## src/rtl/qd_pkg.sv

```systemverilog
package qd_pkg;

  typedef enum logic [1:0] {
    SG_ZERO = 2'd0,
    SG_POS  = 2'd1,
    SG_NEG  = 2'd2
  } sign_e;

  // arm = 0 : in-phase reference, arm = 1 : quarter-period shifted reference
  function automatic sign_e ref_sign(input logic [1:0] quad, input logic arm);
    sign_e s;
    s = SG_ZERO;
    if (!arm) begin
      if (quad == 2'd0) s = SG_POS;
      else if (quad == 2'd2) s = SG_NEG;
    end else begin
      if (quad == 2'd1) s = SG_POS;
      else if (quad == 2'd3) s = SG_NEG;
    end
    return s;
  endfunction

endpackage

```

## src/rtl/qd_phase_ctl.sv

```systemverilog
module qd_phase_ctl #(
  parameter int NCAR = 3,
  parameter int NW   = 4,
  localparam int PW  = NCAR + 1
) (
  input  logic          clk,
  input  logic          rst_n,
  input  logic          sync,
  input  logic          multi,
  input  logic [NW-1:0] nper,
  input  logic          smp_vld,
  output logic [PW-1:0] phase,
  output logic          acc_en,
  output logic          dump
);

  logic [PW-1:0] phase_nxt;
  logic [NW-1:0] pcnt, pcnt_nxt, len_m1;
  logic          period_end;

  always_comb begin
    acc_en     = smp_vld & ~sync;
    period_end = multi ? (&phase) : (&phase[1:0]);
    len_m1     = (nper == '0) ? '0 : nper - {{(NW-1){1'b0}}, 1'b1};
    dump       = acc_en & period_end & (pcnt == len_m1);

    phase_nxt = phase;
    pcnt_nxt  = pcnt;
    if (sync) begin
      phase_nxt = '0;
      pcnt_nxt  = '0;
    end else if (acc_en) begin
      phase_nxt = phase + {{(PW-1){1'b0}}, 1'b1};
      if (period_end) begin
        pcnt_nxt = dump ? '0 : pcnt + {{(NW-1){1'b0}}, 1'b1};
      end
    end
  end

  always_ff @(posedge clk or negedge rst_n) begin
    if (!rst_n) begin
      phase <= '0;
      pcnt  <= '0;
    end else begin
      phase <= phase_nxt;
      pcnt  <= pcnt_nxt;
    end
  end

  a_r6_sync_restart: assert property (@(posedge clk) disable iff (!rst_n)
    sync |=> (phase == '0) && (pcnt == '0));

  a_r7_idle_hold: assert property (@(posedge clk) disable iff (!rst_n)
    (!smp_vld && !sync) |=> $stable(phase) && $stable(pcnt));

  a_r2_dump_on_sample: assert property (@(posedge clk) disable iff (!rst_n)
    dump |-> (smp_vld && !sync));

endmodule

```

## src/rtl/qd_carrier_acc.sv

```systemverilog
module qd_carrier_acc
  import qd_pkg::*;
#(
  parameter int K  = 0,
  parameter int DW = 8,
  parameter int AW = 15,
  parameter int PW = 4
) (
  input  logic                 clk,
  input  logic                 rst_n,
  input  logic                 clr,
  input  logic                 acc_en,
  input  logic                 lane_en,
  input  logic                 dump,
  input  logic [PW-1:0]        phase,
  input  logic signed [DW-1:0] smp,
  output logic signed [AW-1:0] i_res,
  output logic signed [AW-1:0] q_res
);

  logic [1:0]           quad;
  sign_e                sg_i, sg_q;
  logic signed [AW-1:0] xs, t_i, t_q;
  logic signed [AW-1:0] acc_i, acc_q, sum_i, sum_q;
  logic signed [AW-1:0] acc_i_nxt, acc_q_nxt, res_i_nxt, res_q_nxt;

  always_comb begin
    quad = phase[K+1:K];
    sg_i = ref_sign(quad, 1'b0);
    sg_q = ref_sign(quad, 1'b1);
    xs   = {{(AW-DW){smp[DW-1]}}, smp};

    unique case (sg_i)
      SG_POS:  t_i = xs;
      SG_NEG:  t_i = -xs;
      default: t_i = '0;
    endcase
    unique case (sg_q)
      SG_POS:  t_q = xs;
      SG_NEG:  t_q = -xs;
      default: t_q = '0;
    endcase
    if (!lane_en) begin
      t_i = '0;
      t_q = '0;
    end

    sum_i = acc_i + t_i;
    sum_q = acc_q + t_q;

    acc_i_nxt = acc_i;
    acc_q_nxt = acc_q;
    res_i_nxt = i_res;
    res_q_nxt = q_res;
    if (clr) begin
      acc_i_nxt = '0;
      acc_q_nxt = '0;
    end else if (acc_en) begin
      if (dump) begin
        acc_i_nxt = '0;
        acc_q_nxt = '0;
        res_i_nxt = sum_i;
        res_q_nxt = sum_q;
      end else begin
        acc_i_nxt = sum_i;
        acc_q_nxt = sum_q;
      end
    end
  end

  always_ff @(posedge clk or negedge rst_n) begin
    if (!rst_n) begin
      acc_i <= '0;
      acc_q <= '0;
      i_res <= '0;
      q_res <= '0;
    end else begin
      acc_i <= acc_i_nxt;
      acc_q <= acc_q_nxt;
      i_res <= res_i_nxt;
      q_res <= res_q_nxt;
    end
  end

  a_r4_result_hold: assert property (@(posedge clk) disable iff (!rst_n)
    !dump |=> $stable(i_res) && $stable(q_res));

  a_r5_clear_after_dump: assert property (@(posedge clk) disable iff (!rst_n)
    dump |=> (acc_i == '0) && (acc_q == '0));

endmodule

```

## src/rtl/iq_sum_detector.sv

```systemverilog
module iq_sum_detector #(
  parameter int DW   = 8,
  parameter int NCAR = 3,
  parameter int MAXN = 15,
  localparam int NW  = $clog2(MAXN + 1),
  localparam int AW  = DW + NCAR + NW,
  localparam int PW  = NCAR + 1
) (
  input  logic                 clk,
  input  logic                 rst_n,
  input  logic                 sync,
  input  logic                 multi,
  input  logic [NW-1:0]        nper,
  input  logic                 smp_vld,
  input  logic [DW-1:0]        smp,
  output logic                 out_vld,
  output logic [NCAR*AW-1:0]   i_out,
  output logic [NCAR*AW-1:0]   q_out
);

  logic [PW-1:0] phase;
  logic          acc_en;
  logic          dump;

  qd_phase_ctl #(.NCAR(NCAR), .NW(NW)) u_ctl (
    .clk    (clk),
    .rst_n  (rst_n),
    .sync   (sync),
    .multi  (multi),
    .nper   (nper),
    .smp_vld(smp_vld),
    .phase  (phase),
    .acc_en (acc_en),
    .dump   (dump)
  );

  for (genvar k = 0; k < NCAR; k++) begin : g_lane
    logic                 lane_en;
    logic signed [AW-1:0] i_res, q_res;

    if (k == 0) begin : g_base
      assign lane_en = 1'b1;
    end else begin : g_upper
      assign lane_en = multi;
    end

    qd_carrier_acc #(.K(k), .DW(DW), .AW(AW), .PW(PW)) u_acc (
      .clk    (clk),
      .rst_n  (rst_n),
      .clr    (sync),
      .acc_en (acc_en),
      .lane_en(lane_en),
      .dump   (dump),
      .phase  (phase),
      .smp    (smp),
      .i_res  (i_res),
      .q_res  (q_res)
    );

    assign i_out[k*AW +: AW] = i_res;
    assign q_out[k*AW +: AW] = q_res;
  end

  always_ff @(posedge clk or negedge rst_n) begin
    if (!rst_n) out_vld <= 1'b0;
    else        out_vld <= dump;
  end

  a_r4_single_pulse: assert property (@(posedge clk) disable iff (!rst_n)
    out_vld |=> !out_vld);

endmodule

```

## config.mk

```make
export PLATFORM = sky130hd
export DESIGN_NAME = iq_sum_detector
export DESIGN_NICKNAME = d
export VERILOG_FILES = /design/src/rtl/qd_pkg.sv /design/src/rtl/qd_phase_ctl.sv /design/src/rtl/qd_carrier_acc.sv /design/src/rtl/iq_sum_detector.sv
export SDC_FILE = /design/constraint.sdc
export NUM_CORES = 1
export LEC_CHECK = 0
export BUFFER_PORTS_ARGS = -buffer_cell sky130_fd_sc_hd__buf_2
export CAP_MARGIN = 20
export CORE_ASPECT_RATIO = 0.5
export CORE_MARGIN = 2
export CORE_UTILIZATION = 40
export CTS_CLUSTER_SIZE = 30
export DETAILED_ROUTE_END_ITERATION = 10
export PLACE_DENSITY = 0.6
export SLEW_MARGIN = 20
export SYNTH_ARGS = -nofsm -noshare
export SYNTH_HDL_FRONTEND = slang
export SYNTH_HIERARCHICAL = 1
export SYNTH_SLANG_ARGS = --single-unit
```

## constraint.sdc

```tcl
create_clock -name clk -period 3.6 [get_ports clk]
set_input_delay 0.72 -clock clk [delete_from_list [all_inputs] [get_ports clk]]
set_output_delay 0.72 -clock clk [all_outputs]
set_load 0.02 [all_outputs]
```

# After elaboration in Yosys (flattened, before gate mapping)
# Index checks and enable logic that the tools add are counted.
# Widths: inputs -> output; s select.
[word_totals] reg_bits=189 latchBits=0 mem_bits_rw=0 romBits=0 output_inout_bits=91 word_cells=109 memories=0
[classes] n_addsub=10 multipliers=0 div=0 magnitude_cmp=0 eq_ne=22 shift=0 muxes=48 bitwise_logic=4 reduce_logical=10
[op_table] cell="$mux 15" count=22
[op_table] cell="$pmux 15 s2" count=6
[op_table] cell="$add 15x15->15" count=6
[op_table] cell="$mux 4" count=7
[op_table] cell="$eq 2x2->1 const B" count=12
[op_table] cell="$mux 2" count=12
[op_table] cell="$eq 2x1->1 const B" count=9
[op_table] cell="$neg 8->15" count=1
[op_table] cell="$add 4x1->4 const B" count=2
[op_table] cell="$logic_not 2->1" count=3
[op_table] cell="$eq 4x4->1" count=1
[op_table] cell="$logic_not 4->1" count=1
[op_table] cell="$reduce_and 2->1" count=2
[op_table] cell="$reduce_and 4->1" count=1
[op_table] cell="$reduce_bool 2->1" count=2
[op_table] cell="$sub 4x1->4 const B" count=1
[op_table] cell="$and 1x1->1" count=3
[op_table] cell="$reduce_and 3->1" count=1
[op_table] cell="$mux 1" count=1
[op_table] cell="$not 1->1" count=1

# Depth between registers and ports, before layout
[depth] ltp_word=10 ltp_mapped=14 ltp_nobuf=13

# Hierarchy
# The synthesis kept the hierarchy.
[by_module_without_submodules] mod="qd_carrier_acc at g_lane[0].u_acc ..." n_inst=2 cells_each=479 area_per_inst_um2=4136.5 seq_area_each_um2=1501.4
[by_module_without_submodules] mod="qd_carrier_acc at g_lane[2].u_acc" n_inst=1 cells_each=450 area_per_inst_um2=4140.2 seq_area_each_um2=1501.4
[by_module_without_submodules] mod="qd_phase_ctl" n_inst=1 cells_each=66 area_per_inst_um2=574.3 seq_area_each_um2=200.2
[by_module_without_submodules] mod="iq_sum_detector" n_inst=1 cells_each=2 area_per_inst_um2=28.8 seq_area_each_um2=25.0

# Least setup slack after synthesis
# Ideal clock, no wire load.
[synth_timing] kind="input -> register" start="input port smp[0]" end="register g_lane[2].u_acc.i_res[14]" setup_ns=0.125 t_arrival_ns=3.422 path_slack_ns=0.054 path_stages=13 cell_sequence="inv_1 -> ha_1 -> or3b_4 -> o31ai_1 -> xor2_1 -> nor2_1 -> ha_1 -> nand4_1 -> nor4b_4 -> nor4b_4 -> or2_1 -> xnor3_1 -> mux2_2"
[synth_between] elab_chain_cells=4
[synth_lines] element="start, declared" line="iq_sum_detector.sv:15" rtl="input logic [DW-1:0] smp,"
[synth_lines] element="$neg 8->15" line="qd_carrier_acc.sv:35" rtl="SG_NEG: t_i = -xs;"
[synth_lines] element="$pmux 15 s2 (*)" line="qd_carrier_acc.sv:33" rtl="unique case (sg_i)"
[synth_lines] element="$mux 15 (*)" line="qd_carrier_acc.sv:43" rtl="if (!lane_en) begin"
[synth_lines] element="$add 15x15->15 (*)" line="qd_carrier_acc.sv:48" rtl="sum_i = acc_i + t_i;"
[synth_lines] element="end signal, assigned" line="qd_carrier_acc.sv:80" rtl="i_res <= res_i_nxt;"
[synth_lines] element="end, declared" line="qd_carrier_acc.sv:17" rtl="output logic signed [AW-1:0] i_res,"
# Every way passes the cells marked *; elsewhere a longest branch is shown, timed or not.
# A chain may end at the register's enable or synchronous reset.

# Worst setup path after layout
[layout_timing] start="input port smp[0]" end="register g_lane[2].u_acc.acc_i[14]"
[layout_between] elab_chain_cells=7
[layout_lines] element="$neg 8->15" line="qd_carrier_acc.sv:35"
[layout_lines] element="$pmux 15 s2 (*)" line="qd_carrier_acc.sv:33"
[layout_lines] element="$mux 15 (*)" line="qd_carrier_acc.sv:43"
[layout_lines] element="$add 15x15->15 (*)" line="qd_carrier_acc.sv:48"
[layout_lines] element="$mux 15 (*)" line="qd_carrier_acc.sv:59" rtl="if (dump) begin"
[layout_lines] element="$mux 15 (*)" line="qd_carrier_acc.sv:58" rtl="end else if (acc_en) begin"
[layout_lines] element="$mux 15 (*)" line="qd_carrier_acc.sv:55" rtl="if (clr) begin"
[layout_lines] element="end signal, assigned" line="qd_carrier_acc.sv:78" rtl="acc_i <= acc_i_nxt;"
[layout_lines] element="end, declared" line="qd_carrier_acc.sv:24" rtl="logic signed [AW-1:0] acc_i, acc_q, sum_i, sum_q;"
# Every way passes the cells marked *; elsewhere a longest branch is shown, timed or not. The select of a mux whose other input is x is not followed.

==> flow_summary.json <==
{
  "grt_pass1_vias": 12300,
  "syn_inst": 1476,
  "io_pins": 108,
  "period_share_pct": 95.7,
  "ys_seq_area_share_pct": 36.3,
  "vias": 12100,
  "worstSetupStartpointType": "primary input",
  "cts.sinks": 189,
  "synth_top_area_share_pct": 36.3,
  "initial_core_util_pct": 40.9,
  "grt_max_degree": 96,
  "clockBufferDepth": 2,
  "via_per_inst": 5.50,
  "maxClockFrequency_mhz": 290,
  "hpwl_um": 28400,
  "min_path_type": "primary input to async pin",
  "pwr-share-comb_pct": 16.0,
  "dieWidth_um": 259,
  "htreeDepth": 4,
  "area_growth_pct": 24.7,
  "status": "complete, no violations",
  "swShare_pct": 28.0,
  "cellPowerDensity_nw_per_um2": 310,
  "die_h_um": 132,
  "fin_ws_ps": 155,
  "skew_ps": 12.0,
  "grt_usage_pct": 22.8,
  "max_slew_margin_pct": 63.1,
  "crit_arrival_ps": 3830,
  "antenna_left": 0,
  "yosys_warnings": 6,
  "syn_area_um2": 13000,
  "cts-root-buf": "clkbuf_16",
  "synth_area_per_cell_um2": 8.82,
  "core_um2": 31800,
  "cts_made_buffers": 17,
  "row_count": 46,
  "hold_viol": 0,
  "cp_data_required_time_ps": 3990,
  "post-place-ws_ps": -387,
  "synth_top_cell_by_area": "dfrtp_1",
  "clock_latency_ps": 460,
  "die_area_um2": 34100,
  "synthTopCellsByArea": "dfrtp_1 36%, ha_1 8.6%, nand2_1 6.9%",
  "ys_types": 90,
  "drt-pass1-iter-count": 5,
  "first_iter_violations": 733,
  "setup_violations": 0,
  "cp-end-kind": "flop",
  "ys_seq_elements": 189,
  "ys.flop_type": "dfrtp_1",
  "async_flop_share_pct": 100,
  "drc_errors": 0,
  "clkPwrFrac_pct": 40.7,
  "power_switching_mw": 1.41,
  "worst_pin_slew_ps": 554,
  "cts_tree": "yes",
  "placed_cells": 2168,
  "slew_viol_final": 0,
  "routabilityCongestion": 0.933,
  "wl_per_cell_um": 17.1,
  "final_util_pct": 51.0,
  "critPathKind": "primary input to flop",
  "max-vdd-ir-drop_mv": 0.316,
  "min_period_ps": 3450,
  "intPower_mw": 3.62,
  "antenna_found_initial": 2,
  "synth_most_common_cell": "nand2_1",
  "clkSlewWorstSetupHoldPaths_ps": 70,
  "cap_viol_max_count": 0,
  "synth_edf_count": 0,
  "leakagePower_nw": 8.42,
  "r2r_cells": 13,
  "stdcell_count": 2204,
  "cts_hold_buffers": 0,
  "drive_gt1_share_pct": 24.2,
  "final_nets": 1870,
  "netlist_top_cells_count": "240 x nand2_1, 189 x dfrtp_1, 137 x nor2_1",
  "p_seq_share_pct": 43.3,
  "grt_pass1_wl_um": 63000,
  "crit_fanout": 3,
  "grt.overflow.total": 0,
  "wl_um": 37800,
  "io_buffers": 107
}
==> what timing repair did <==
| action | 4_1_cts | 5_1_grt |
|---|---|---|
| setup endpoints to repair | 0 | 9 |
| resized for setup | 0 | 8 |
| setup buffers | 0 | 3 |
==> metrics by stage <==
step | setup TNS, ps | power, mW | hold WS [ps] | instance area, um^2
6_report | 0 | 5.03 | 216 | 16200
5_1_grt | -6.67 | 5.26 | 238 | 16200
4_1_cts | 0 | 5.08 | 222 | 16200
3_5_place_dp | -8970 | 3.02 | 457 | 15600
3_3_place_gp | -3900 | 2.99 | 454 | 15600
2_1_floorplan | 0 | 2.64 | 424 | 13000
==> layout by cell type, fill, tap and decap left out, types with 27 or more instances in the layout <==
| cell | count |
|---|---|
| nor3_1 | 27 |
| a21o_1 | 37 |
| nand3_1 | 44 |
| nor2_1 | 135 |
| nand2_1 | 240 |
| dfrtp_1 | 189 |
| ha_1 | 88 |
| inv_1 | 33 |
| a21oi_1 | 77 |
| xor2_1 | 42 |
| buf_2 | 106 |
| o21ai_0 | 95 |
| a22o_1 | 44 |
| xnor2_1 | 33 |
| buf_4 | 214 |
==> cells by family after synthesis <==
group                      Yosys count  synth area share, %
xor gates and xnor gates            79                 5.74
and+or+nand+nor                    584                 22.1
muxes                               23                 1.91
AOI/OAI and AO/OA                  405                 21.3
DFF                                189                 36.3
other                                1               0.0288
adders and majority gates           95                 9.48
buffers and inverters              100                 3.09
==> routing by layer <==
| metal | up-vias | track usage, % | routed length [um] |
|---|---|---|---|
| li1 | 5894 | - | - |
| met1 | 5912 | 30.9 | 17700 |
| met2 | 281 | 37.4 | 17800 |
| met3 | 43 | 3.41 | 1520 |
| met4 | 0 | 7.58 | 709 |
| met5 | - | 0 | 0 |
==> worst max-delay path, stage by stage <==
cell and delay (ps):
buf_2 100, inv_1 80, ha_2 200, or3b_4 420, o31ai_4 190, xor2_1 200
buf_4 160, nor2_1 50, ha_1 290, nand4_1 180, buf_4 150, o22ai_2 90
nor4b_4 340, nor3_2 90, or4b_4 490, o211ai_2 70
==> registers in the layout, indices dropped and copies added, names as in the netlist <==
signal              flops
g_lane.u_acc/acc_q     45
u_ctl/phase             4
g_lane.u_acc/i_res     45
out_vld                 1
g_lane.u_acc/q_res     45
u_ctl/pcnt              4
g_lane.u_acc/acc_i     45
==> area by class of cell <==
class | count | area, um^2
fillers | 2987 | 15600
diodes | 2 | 5.00
inverters | 35 | 131
repair buffers | 327 | 2270
well taps | 432 | 541
clock buffers | 20 | 457
flip-flops and latches | 189 | 4730
multi-input cells | 1188 | 7940
clock inverters | 11 | 156
==> worst paths after layout <==
kind	start	to	slack [ps]
max in group asynchronous	rst_n	g_lane[0].u_acc/acc_i[12]	2430
worst max register to register	u_ctl/phase[3]	g_lane[2].u_acc/acc_i[10]	300
min in group clk	g_lane[1].u_acc/q_res[6]	g_lane[1].u_acc/q_res[6]	470
worst min-delay path	rst_n	g_lane[2].u_acc/i_res[7]	220
worst min register to register	g_lane[1].u_acc/q_res[6]	g_lane[1].u_acc/q_res[6]	470
worst max-delay path	smp[0]	g_lane[2].u_acc/acc_i[14]	150
==> power groups by stage <==
| stage | registers [mW] | clock network [mW] | logic [mW] |
|---|---|---|---|
| floorplan | 2.21 | 0 | 0.429 |
| global placement | 2.22 | 0 | 0.775 |
| detailed placement | 2.22 | 0 | 0.795 |
| CTS | 2.18 | 2.11 | 0.801 |
| global route | 2.18 | 2.18 | 0.889 |
| finish | 2.18 | 2.05 | 0.805 |
Note: power is estimated with default switching activity, not from simulation.
